[src/rtl/tmr_pkg.sv]
package tmr_pkg;

    // Write-port address map
    localparam logic ADDR_CTRL = 1'b0;
    localparam logic ADDR_CMP  = 1'b1;

    // Control byte field positions
    localparam int MODE_LSB = 0;
    localparam int ACT_LSB  = 4;

    typedef enum logic [1:0] {
        MD_FREE     = 2'd0,
        MD_CTC      = 2'd1,
        MD_PWM_FULL = 2'd2,
        MD_PWM_VAR  = 2'd3
    } cnt_mode_e;

    typedef enum logic [1:0] {
        WA_NONE   = 2'd0,
        WA_TOGGLE = 2'd1,
        WA_CLEAR  = 2'd2,
        WA_SET    = 2'd3
    } wave_act_e;

    typedef struct packed {
        logic [1:0] act;   // output-action code
        logic [2:0] mode;  // counting-mode code
    } ctrl_t;

    function automatic cnt_mode_e decode_mode(input logic [2:0] code);
        case (code)
            3'b010:  return MD_CTC;
            3'b011:  return MD_PWM_FULL;
            3'b111:  return MD_PWM_VAR;
            default: return MD_FREE;
        endcase
    endfunction

    function automatic logic is_pwm(input cnt_mode_e m);
        return (m == MD_PWM_FULL) || (m == MD_PWM_VAR);
    endfunction

endpackage

[src/rtl/tmr_ctrl_regs.sv]
module tmr_ctrl_regs
    import tmr_pkg::*;
#(
    parameter int W = 8
) (
    input  logic         clk,
    input  logic         rst,
    input  logic         wr_en,
    input  logic         wr_addr,
    input  logic [W-1:0] wr_data,
    input  logic         tick,
    input  logic         at_top,
    output ctrl_t        ctrl,
    output cnt_mode_e    mode,
    output logic [W-1:0] cmp_act
);
    logic [W-1:0] cmp_buf;
    logic         pwm;

    assign mode = decode_mode(ctrl.mode);
    assign pwm  = is_pwm(mode);

    always_ff @(posedge clk) begin
        if (rst) begin
            ctrl <= '0;
        end else if (wr_en && wr_addr == ADDR_CTRL) begin
            ctrl.mode <= wr_data[MODE_LSB +: 3];
            ctrl.act  <= wr_data[ACT_LSB +: 2];
        end
    end

    // Compare value: buffered in PWM, direct otherwise
    always_ff @(posedge clk) begin
        if (rst) begin
            cmp_buf <= '0;
            cmp_act <= '0;
        end else begin
            if (wr_en && wr_addr == ADDR_CMP) begin
                cmp_buf <= wr_data;
                if (!pwm)
                    cmp_act <= wr_data;
            end
            if (pwm && tick && at_top)
                cmp_act <= cmp_buf;
        end
    end

    // in PWM the live compare value only moves at top
    assert_cmp_hold_R9: assert property (@(posedge clk) disable iff (rst)
        (pwm && !(tick && at_top)) |=> $stable(cmp_act));

endmodule

[src/rtl/tmr_counter.sv]
module tmr_counter
    import tmr_pkg::*;
#(
    parameter int W = 8
) (
    input  logic         clk,
    input  logic         rst,
    input  logic         tick,
    input  cnt_mode_e    mode,
    input  logic [W-1:0] cmp_act,
    output logic [W-1:0] count,
    output logic         at_top,
    output logic         match
);
    localparam logic [W-1:0] FULL = {W{1'b1}};

    logic [W-1:0] top_val;
    logic         restart;

    assign top_val = (mode == MD_PWM_VAR) ? cmp_act : FULL;
    assign at_top  = (count == top_val);
    assign match   = (count == cmp_act);
    assign restart = ((mode == MD_CTC) && match) || (is_pwm(mode) && at_top);

    always_ff @(posedge clk) begin
        if (rst)
            count <= '0;
        else if (tick)
            count <= restart ? '0 : count + 1'b1;
    end

    assert_hold_R2: assert property (@(posedge clk) disable iff (rst)
        !tick |=> $stable(count));

    assert_wrap_R2: assert property (@(posedge clk) disable iff (rst)
        (tick && mode == MD_FREE && count == FULL) |=> count == '0);

    assert_ctc_clear_R3: assert property (@(posedge clk) disable iff (rst)
        (tick && mode == MD_CTC && count == cmp_act) |=> count == '0);

    assert_pwm_top_R4: assert property (@(posedge clk) disable iff (rst)
        (tick && mode == MD_PWM_VAR && count == cmp_act) |=> count == '0);

endmodule

[src/rtl/tmr_wave_out.sv]
module tmr_wave_out
    import tmr_pkg::*;
(
    input  logic       clk,
    input  logic       rst,
    input  logic       tick,
    input  cnt_mode_e  mode,
    input  ctrl_t      ctrl,
    input  logic       match,
    input  logic       at_top,
    input  logic       pin_dir,
    input  logic       port_val,
    output logic       wave_q,
    output logic       pin
);
    logic      pwm;
    logic      sel_bit2;
    logic      connected;
    wave_act_e act;

    assign pwm      = is_pwm(mode);
    assign sel_bit2 = ctrl.mode[2];

    always_comb begin
        act = WA_NONE;
        if (tick) begin
            if (!pwm) begin
                if (match)
                    act = wave_act_e'(ctrl.act);
            end else begin
                // compare event, skipped at top when action bit 1 is set
                if (match && !(at_top && ctrl.act[1])) begin
                    case (ctrl.act)
                        2'b01:   act = sel_bit2 ? WA_TOGGLE : WA_NONE;
                        2'b10:   act = WA_CLEAR;
                        2'b11:   act = WA_SET;
                        default: act = WA_NONE;
                    endcase
                end
                // wrap event
                if (at_top && ctrl.act[1])
                    act = ctrl.act[0] ? WA_CLEAR : WA_SET;
            end
        end
    end

    always_ff @(posedge clk) begin
        if (rst)
            wave_q <= 1'b0;
        else begin
            case (act)
                WA_TOGGLE: wave_q <= ~wave_q;
                WA_CLEAR:  wave_q <= 1'b0;
                WA_SET:    wave_q <= 1'b1;
                default:   wave_q <= wave_q;
            endcase
        end
    end

    assign connected = (ctrl.act != 2'b00) && !(pwm && ctrl.act == 2'b01 && !sel_bit2);
    assign pin       = (connected && pin_dir) ? wave_q : port_val;

    assert_idle_R5: assert property (@(posedge clk) disable iff (rst)
        !tick |=> $stable(wave_q));

    assert_set_R5: assert property (@(posedge clk) disable iff (rst)
        (tick && !pwm && match && ctrl.act == 2'b11) |=> wave_q);

    assert_top_skip_R8: assert property (@(posedge clk) disable iff (rst)
        (tick && pwm && match && at_top && ctrl.act[1]) |=> (wave_q == ~$past(ctrl.act[0])));

    assert_no_toggle_R7: assert property (@(posedge clk) disable iff (rst)
        (pwm && ctrl.act == 2'b01 && !sel_bit2) |=> $stable(wave_q));

endmodule

[src/rtl/tmr_wave_unit.sv]
module tmr_wave_unit
    import tmr_pkg::*;
#(
    parameter int W = 8   // must be at least 6 to hold the control fields
) (
    input  logic         clk,
    input  logic         rst,
    input  logic         wr_en,
    input  logic         wr_addr,
    input  logic [W-1:0] wr_data,
    input  logic         tick,
    input  logic         pin_dir,
    input  logic         port_val,
    output logic [W-1:0] count,
    output logic         wave_level,
    output logic         wave_pin
);
    ctrl_t        ctrl;
    cnt_mode_e    mode;
    logic [W-1:0] cmp_act;
    logic         at_top;
    logic         match;

    tmr_ctrl_regs #(.W(W)) u_regs (
        .clk     (clk),
        .rst     (rst),
        .wr_en   (wr_en),
        .wr_addr (wr_addr),
        .wr_data (wr_data),
        .tick    (tick),
        .at_top  (at_top),
        .ctrl    (ctrl),
        .mode    (mode),
        .cmp_act (cmp_act)
    );

    tmr_counter #(.W(W)) u_cnt (
        .clk     (clk),
        .rst     (rst),
        .tick    (tick),
        .mode    (mode),
        .cmp_act (cmp_act),
        .count   (count),
        .at_top  (at_top),
        .match   (match)
    );

    tmr_wave_out u_wave (
        .clk      (clk),
        .rst      (rst),
        .tick     (tick),
        .mode     (mode),
        .ctrl     (ctrl),
        .match    (match),
        .at_top   (at_top),
        .pin_dir  (pin_dir),
        .port_val (port_val),
        .wave_q   (wave_level),
        .pin      (wave_pin)
    );

    // with the direction bit clear the pin follows the port value
    assert_pin_port_R10: assert property (@(posedge clk) disable iff (rst)
        !pin_dir |-> wave_pin == port_val);

endmodule

[config.mk]
export PLATFORM = sky130hd
export DESIGN_NAME = tmr_wave_unit
export DESIGN_NICKNAME = d
export VERILOG_FILES = /design/src/rtl/tmr_pkg.sv /design/src/rtl/tmr_ctrl_regs.sv /design/src/rtl/tmr_counter.sv /design/src/rtl/tmr_wave_out.sv /design/src/rtl/tmr_wave_unit.sv
export SDC_FILE = /design/constraint.sdc
export NUM_CORES = 1
export LEC_CHECK = 0
export BUFFER_PORTS_ARGS = -buffer_cell sky130_fd_sc_hd__clkbuf_2
export CELL_PAD_IN_SITES_DETAIL_PLACEMENT = 1
export CELL_PAD_IN_SITES_GLOBAL_PLACEMENT = 1
export CORE_MARGIN = 3
export CORE_UTILIZATION = 41
export CTS_CLUSTER_SIZE = 8
export DETAILED_ROUTE_END_ITERATION = 7
export HOLD_SLACK_MARGIN = 0.06
export PLACE_DENSITY = 0.86
export REMOVE_ABC_BUFFERS = 1
export SYNTH_ARGS = -nofsm -noshare
export SYNTH_HDL_FRONTEND = slang
export SYNTH_HIERARCHICAL = 1
export SYNTH_SLANG_ARGS = --single-unit
[constraint.sdc]
create_clock -name clk -period 2.7 [get_ports clk]
set_input_delay 0.54 -clock clk [delete_from_list [all_inputs] [get_ports clk]]
set_output_delay 0.54 -clock clk [all_outputs]
set_load 0.1 [all_outputs]
==> metrics.md <==
| Metric | Value |
|---|---|
| Clock latency at the later pin of the worst-skew pair | `0.28 ns` |
| Hold Crit Class | `reg -> reg` |
| RSZ-0062 raised after global routing | `false` |
| Final period util | `0.9458` |
| Highest routed layer | `met4` |
| Power density over cell area | `608.6 nW/um2` |
| Fin nets | `219` |
| Worst-Margin Slew | `0.5440 ns` |
| Crit Path Class | `reg -> reg` |
| Post-CTS setup buffer count | `0` |
| Static Leak | `0.7092 nW` |
| WHS | `0.4624 ns` |
| M1 WL | `between 1.5 and 2 mm` |
| Die W | `around 67 um` |
| Hold path depth | `2` |
| Cell family with most CP delay | `simple AND/OR/NAND/NOR gates` |
| Seq/Total Area, Yosys | `0.3980` |
| Root Buffer | `clkbuf_8` |
| Initial antenna violation count | `0` |
| Ratio of cells with drive above 1 in the final layout | `0.2108` |
| Worst setup margin | `around 0.15 ns` |
| Diodes inserted | `0` |
| DP HPWL | `3.050 mm` |
| Routed via count | `1352` |
| Post-CTS Hold Buffers | `0` |
| Finished Core Util | `0.5216` |
| Total power | `about 0.0011 W` |
| Setup violations, final | `0` |
| Placed Area | `1662 um2` |
| Residual DRC | `0` |
| Reg2Reg Depth | `7` |
| Final hold vios | `0` |
| Status | `complete, no violations` |
| Largest net degree at the start of global routing | `19` |
| Leading post-synthesis cells by cell area | `dfxtp_1 40%, a21oi_1 6.6%, nand2_1 6.5%` |
| Fillers | `423` |
| Crit Path Max Fanout | `9` |
| Cells after synthesis | `177` |
| I/O pin count | `25` |
| Max-slew violation count | `0` |
| Peak VDD IR | `255.1 uV` |
| Synthesized area | `1509 um2` |
| Yosys warnings | `6` |
| Critical Path Max Stage Delay | `0.57 ns` |
| CP Capture Type | `register` |
| Count leader, synth | `dfxtp_1` |
| Core Area | `3442 um2` |
| Drt pass-1 iters | `4` |
| Reg clk slew, reported paths | `0.06 ns` |
| Crit path buf inv count | `0` |
| CTS buffer count | `5` |
| CTS sink cnt | `30` |
| Global placement routability congestion | `0.9009` |
| Global-route wire length before repair | `6.969 mm` |
| Routed Antenna Nets | `0` |
| Die height | `roughly 67 um` |
| Synth unique cells | `35` |
| Port bufs | `24` |
| Met3 Routed Length | `162 um` |
| Iter 0 DRT Violations | `between 70 and 80` |
| Initial Utilization | `0.4384` |
| Final WL | `approximately 4.2 mm` |
| Syn_area_per_cell | `8.525 um2` |
| Final Skew | `0.003263 ns` |
| Worst Path Arrival | `2.75 ns` |
| Max Root-Sink Buffers | `2` |
| Synth area leader | `dfxtp_1` |
| Max-Cap Viols | `0` |
| Crit path time final | `2.554 ns` |
| Seq cells post-synth | `30` |
| WP depth | `7` |
| FMAX | `391.6 MHz` |
| Synth top area share | `0.3980` |
| Critical-path cell list | `nor2b_1, a2111oi_0, or4b_4, a31oi_4, nand2_2, mux2i_4, a2bb2oi_1` |
| Via-to-Cell Ratio | `5.408` |
| DR WL/cell | `16.79 um` |
| Design area | `1795 um2` |
| CP Launch Type | `register` |
| # H-tree levels | `2` |
| Vias in the first global route | `1474` |
| Most instantiated cells after synthesis | `30 x dfxtp_1, 26 x nand2_1, 20 x a21oi_1` |
| Rows | `21` |
| Place WS | `-0.1134 ns` |
| Slowest-stage cell, CP | `or4b_4` |
| Relative slew slack | `0.6365` |
| TritonCTS clock tree | `done` |
| Tot GR Track Use | `0.2085` |
| Synth Flop Type | `dfxtp_1` |
| CP Data Required Time | `2.89 ns` |
| Area growth syn-to-layout | `18.99%` |
| Post-synth EDFFs | `0` |
| Remaining Overflow, GRT | `0` |
| DR WL met2 | `2.072 mm` |
| Ys async rst share | `0` |
| Die ar. | `4444 um2` |
## kinds of logic (layout without fill, tap and decap cells)
family	Yosys count	count (layout)	share of synthesized area
mux	8	8	0.06219
xor+xnor	10	10	0.05805
buf+inv	13	40	0.03897
compound gates	57	57	0.2421
fa+ha+maj	1	1	0.008291
flops	30	30	0.3980
simple gates	58	58	0.1924
## sequential cells by signal (all words and copies together), names as in the netlist
signal / flops
u_regs/ctrl: 5
u_cnt/count: 8
u_regs/cmp_act: 8
u_regs/cmp_buf: 8
u_wave/wave_q: 1
## cell usage in the layout (no fill, tap or decap), drive strengths merged, types with 2 or more instances in the layout
| cell | instances |
|---|---|
| dfxtp | 30 |
| clkbuf | 30 |
| nand2 | 26 |
| a21oi | 20 |
| o21ai | 19 |
| nor2 | 10 |
| a2bb2oi | 8 |
| inv | 7 |
| xnor2 | 7 |
| mux2i | 7 |
| nor2b | 6 |
| nand4 | 5 |
| xor2 | 3 |
| and2 | 3 |
| o22ai | 2 |
| and3 | 2 |
| a2111oi | 2 |
## worst min-delay path: stages, from the launching register on
cell and delay (ns):
dfxtp_1 0.31, nand2_1 0.05, a21oi_1 0.05
## final timing paths
path / from / to / slack [ns]
min reg2reg: u_regs/cmp_buf[1]$_SDFFE_PP0P_ / u_regs/cmp_buf[1]$_SDFFE_PP0P_ / 0.46
min: u_regs/cmp_buf[1]$_SDFFE_PP0P_ / u_regs/cmp_buf[1]$_SDFFE_PP0P_ / 0.46
max: u_cnt/count[4]$_SDFFE_PP0P_ / u_regs/cmp_act[1]$_SDFFE_PP0P_ / 0.15
max reg2reg: u_cnt/count[4]$_SDFFE_PP0P_ / u_regs/cmp_act[1]$_SDFFE_PP0P_ / 0.15
## final cells by class
cell class | instances | area [um2] | area share
Tap cell | 46 | 57.56 | 0.03206
Sequential cell | 30 | 600.6 | 0.3345
Inverter | 7 | 26.28 | 0.01463
Clock buffer | 6 | 72.57 | 0.04042
Multi-Input combinational cell | 134 | 873.3 | 0.4864
Clock inverter | 2 | 37.54 | 0.02091
Timing Repair Buffer | 25 | 127.6 | 0.07108
## routing by layer
metal	up-vias	GRT usage
li1	679	-
met1	636	0.2418
met2	28	0.3626
met3	9	0.05396
met4	0	0.08122
met5	-	0
## metrics by stage
| step | instances | TNS [ns] |
|---|---|---|
| after floorplan | 171 | -1.625 |
| after global placement | 242 | 0 |
| after detailed placement | 242 | -0.5346 |
| after CTS | 250 | 0 |
| after global routing | 250 | 0 |
| final | 250 | 0 |
## where the power goes
group | internal, W | total, W | switching [W]
Combinational | 0.0000571 | 0.000163 | 0.000106
Clock | 0.000275 | 0.000445 | 0.000170
Sequential | 0.000464 | 0.000485 | 0.0000210
Total | 0.000796 | 0.00109 | 0.000297
## what timing repair did
item / in CTS / in global routing
setup endpoints to repair: 8 / 9
hold endpoints to repair: 0 / 0
resized for setup: 2 / 3
Note: power is estimated with default switching activity, not from simulation.
